### src/rtl/mod3_pkg.sv
package mod3_pkg;

  typedef logic [1:0] res_t;

  typedef enum logic {
    PH_DIRECT = 1'b0,
    PH_SWAP   = 1'b1
  } phase_e;

  // end-around-carry adder: result stays in 0..3, 3 being a second zero
  function automatic res_t mod3_add(input res_t a, input res_t b);
    logic [2:0] s;
    logic [2:0] f;
    s = {1'b0, a} + {1'b0, b};
    f = {1'b0, s[1:0]} + {2'b00, s[2]};
    return f[1:0];
  endfunction

  function automatic res_t mod3_norm(input res_t r);
    return (r == 2'd3) ? 2'd0 : r;
  endfunction

  function automatic res_t mod3_mul(input res_t a, input res_t b);
    logic [3:0] p;
    p = {2'b00, mod3_norm(a)} * {2'b00, mod3_norm(b)};
    return (p >= 4'd3) ? res_t'(p - 4'd3) : res_t'(p);
  endfunction

  function automatic logic mod3_eq(input res_t a, input res_t b);
    return mod3_norm(a) == mod3_norm(b);
  endfunction

endpackage

### src/rtl/mod3_resgen.sv
module mod3_resgen
  import mod3_pkg::*;
#(
  parameter int WIDTH = 32
) (
  input  logic [WIDTH-1:0] din,
  output res_t             res_o
);
  // WIDTH/2 must be a power of two
  localparam int SLICES = WIDTH / 2;
  localparam int LEVELS = $clog2(SLICES);

  for (genvar l = 0; l <= LEVELS; l++) begin : g_lvl
    localparam int CNT = SLICES >> l;
    res_t v [CNT];
    if (l == 0) begin : g_leaf
      for (genvar i = 0; i < CNT; i++) begin : g_slice
        assign v[i] = din[2*i +: 2];
      end
    end else begin : g_node
      for (genvar i = 0; i < CNT; i++) begin : g_add
        assign v[i] = mod3_add(g_lvl[l-1].v[2*i], g_lvl[l-1].v[2*i+1]);
      end
    end
  end

  assign res_o = g_lvl[LEVELS].v[0];
endmodule

### config.mk
export PLATFORM = sky130hd
export DESIGN_NAME = mod3_resgen
export DESIGN_NICKNAME = d
export VERILOG_FILES = /design/src/rtl/mod3_pkg.sv /design/src/rtl/mod3_resgen.sv
export SDC_FILE = /design/constraint.sdc
export NUM_CORES = 1
export LEC_CHECK = 0
export ABC_CLOCK_PERIOD_IN_PS = 6500
export BUFFER_PORTS_ARGS = -buffer_cell sky130_fd_sc_hd__buf_2
export CORE_ASPECT_RATIO = 0.8
export CORE_UTILIZATION = 45
export DETAILED_ROUTE_END_ITERATION = 8
export GPL_TIMING_DRIVEN = 0
export PLACE_DENSITY = 0.77
export REMOVE_ABC_BUFFERS = 1
export SLEW_MARGIN = 10
export SYNTH_ARGS = -nofsm -noshare
export SYNTH_HDL_FRONTEND = slang
export SYNTH_SLANG_ARGS = --single-unit
### constraint.sdc
create_clock -name vclk -period 6.5
set_input_delay 1.3 -clock vclk [all_inputs]
set_output_delay 1.3 -clock vclk [all_outputs]
set_load 0.03 [all_outputs]
==> results by stage <==
Critical path:
- The kind of capture point of the worst setup path is a primary output.
- The critical path in this run is classified as input port to primary output.
- Data on the critical path is required at its endpoint by roughly 5.2 ns.
- Data on the critical path arrives at its endpoint at roughly 5.0 ns.
- STA classifies the critical path startpoint as an input port.
- The highest net fanout along the worst path is 1.

STA:
- The final worst-path setup slack is 0.225 ns.
- Hold is met by about 3.8 ns.
- The achievable clock frequency is between 150 and 200 MHz.
- The count of endpoints failing hold in the final timing report is 0.
- Setup repair after global routing left no endpoint under its margin.
- The worst path uses approximately 97% of the clock period.
- At the pin with the least slew margin, the transition time is 0.230 ns.
- The worst path needs approximately 6.3 ns of the cycle, external delays included.
- The relative slew slack is between 80 and 90%.
- The number of max-slew violations in the final report is 0.
- The final total negative setup slack is 0 ns.
- The setup violation total in the final timing report is 0.

Layout:
- The post-synthesis to final-layout area growth is 23.5%.
- The number of clock buffers in the layout is 0.
- The number of fill cells in the layout is about 160.
- Across the whole layout, storage elements account for 0 um2.
- The area of the multi-input gates is approximately 800 um2.
- The design has 0 sequential cells.
- The net count of the finished layout is between 150 and 200.
- The number of antenna diodes in the final layout is 0.
- The share of post-route cells with drive strength above 1 is 32.1%.

Route:
- In the routed design, unresolved DRC markers number 0.
- The number of nets with antenna violations after routing is 0.
- The routed wire length is 1.19 mm.
- In the final routed layout, each cell accounts on average for between 9 and 10 um.
- The average vias per placed instance is ~4.7.
- The first-pass detailed-route iteration total is 1.
- The total vias in the final route is approximately 600.
- The first-iteration detailed-routing DRC count is 0.

Yosys:
- Counting distinct cell types in the post-synthesis netlist gives 5.
- After synthesis, the largest area contributor takes up 44.1% of total cell area.
- In the post-synthesis netlist, the biggest area contributors are sky130_fd_sc_hd__ha_1 44%, sky130_fd_sc_hd__fa_1 35%, sky130_fd_sc_hd__xnor2_1 10%, sky130_fd_sc_hd__inv_1 5.3%, sky130_fd_sc_hd__xor2_1 5.1%.
- The share of the Yosys chip area taken by registers is 0%.
- The number of instances in the synthesized netlist is 72.
- The synthesized cell area is 852 um2.
- Summed over all instances, the cell type with the most area after synthesis is sky130_fd_sc_hd__ha_1.
- For this run, the number of Yosys warnings is 0.
- The average footprint of a synthesized cell is around 12 um2.

Floorplan:
- In this run the vertical extent of the chip is 40.9 um.
- For this design the top-level I/O count stands at 34.
- The floorplan step defined a die boundary enclosing 2070 um2.
- In this run the standard cell core region covers around 1700 um2.
- The x dimension of the die is about 50 um.
- The site row count is 13.
- The starting utilization of the core area is around half.

Flow run:
- The number of max-cap violations is 0.

Clock network:
- The number of setup buffers added after CTS is 0.
- The total of hold buffers inserted after clock tree synthesis is 0.
- The number of gates resized after CTS was 0.

GRT:
- The sum of overflow across all layers after global routing is 0.
- The first global-routing pass estimated around 1.9 mm of wire.
- The via count of the first global-routing pass is ~540.
- The initial antenna violation count is 0.
- The all-layer global routing usage is between 10% and 20%.
- Entering global routing, the biggest net connects 2 pins.

Place:
- Detailed placement finished with a half-perimeter wire length of approximately 1.3 mm.
- OpenSTA, run right after detailed placement, puts the worst setup slack at around 0.17 ns.
- The number of buffers added on ports is 34.
- Routability-driven placement finished with a final weighted congestion of approximately 0.65.

Outcome:
- The flow ran to the end, and the final reports show no timing, DRC or antenna violations.

Worst hold path:
- The tightest min-delay check is of the input port to primary output type.
cells in the final DEF (no fill, tap or decap):
| master | synthesis | routed |
|---|---|---|
| sky130_fd_sc_hd__buf_2 | 0 | 33 |
| sky130_fd_sc_hd__ha_1 | 30 | 30 |
| sky130_fd_sc_hd__fa_1 | 15 | 15 |
| sky130_fd_sc_hd__buf_4 | 0 | 1 |
| sky130_fd_sc_hd__xor2_1 | 5 | 5 |
| sky130_fd_sc_hd__inv_1 | 12 | 12 |
| sky130_fd_sc_hd__xnor2_1 | 10 | 10 |
worst max-delay path, stage by stage:
cell and delay (ns):
sky130_fd_sc_hd__buf_2 0.10, sky130_fd_sc_hd__ha_1 0.19, sky130_fd_sc_hd__fa_1 0.38, sky130_fd_sc_hd__ha_1 0.32, sky130_fd_sc_hd__ha_1 0.20, sky130_fd_sc_hd__inv_1 0.07, sky130_fd_sc_hd__fa_1 0.17, sky130_fd_sc_hd__inv_1 0.05
sky130_fd_sc_hd__ha_1 0.27, sky130_fd_sc_hd__ha_1 0.13, sky130_fd_sc_hd__inv_1 0.04, sky130_fd_sc_hd__fa_1 0.35, sky130_fd_sc_hd__inv_1 0.06, sky130_fd_sc_hd__ha_1 0.23, sky130_fd_sc_hd__ha_1 0.19, sky130_fd_sc_hd__fa_1 0.36
sky130_fd_sc_hd__ha_1 0.21, sky130_fd_sc_hd__xor2_1 0.16, sky130_fd_sc_hd__buf_4 0.18
stage by stage:
stage	util [%]	cells	instance area [um2]
finish	62.2	128	1050
global placement	62.1	128	1050
CTS	62.1	128	1050
detailed placement	62.1	128	1050
global route	62.2	128	1050
floorplan	-	72	852
cells in the mapped netlist (all sizes together):
cell,number
xnor2,10
inv,12
ha,30
xor2,5
fa,15
layout make-up:
type	count	share of cell area, %
inverter	12	4.28
multi-input combinational	60	76.7
tap	22	2.62
timing repair buffer	34	16.4
path summary, 6_finish.rpt:
path	startpoint	endpoint	slack (ns)	cells after the start
max	din[4]	res_o[1]	0.23	19
min	din[2]	res_o[0]	3.79	10
cell families after synthesis:
family / Yosys count / share of synthesized area, %
buffers and inverters: 12 / 5.29
xor gates and xnor gates: 15 / 15.4
adders and majority gates: 45 / 79.3
metal layers:
| metal | up-vias | GRT usage [%] | wire length (um) |
|---|---|---|---|
| met5 | - | 0 | 0 |
| li1 | 302 | - | - |
| met1 | 282 | 13.8 | 474 |
| met3 | 0 | 0 | 60 |
| met4 | 0 | 0 | 0 |
| met2 | 17 | 28.7 | 658 |
Power is not shown: default switching activity piles up to over one toggle a cycle in this logic, so the estimate is an artifact.
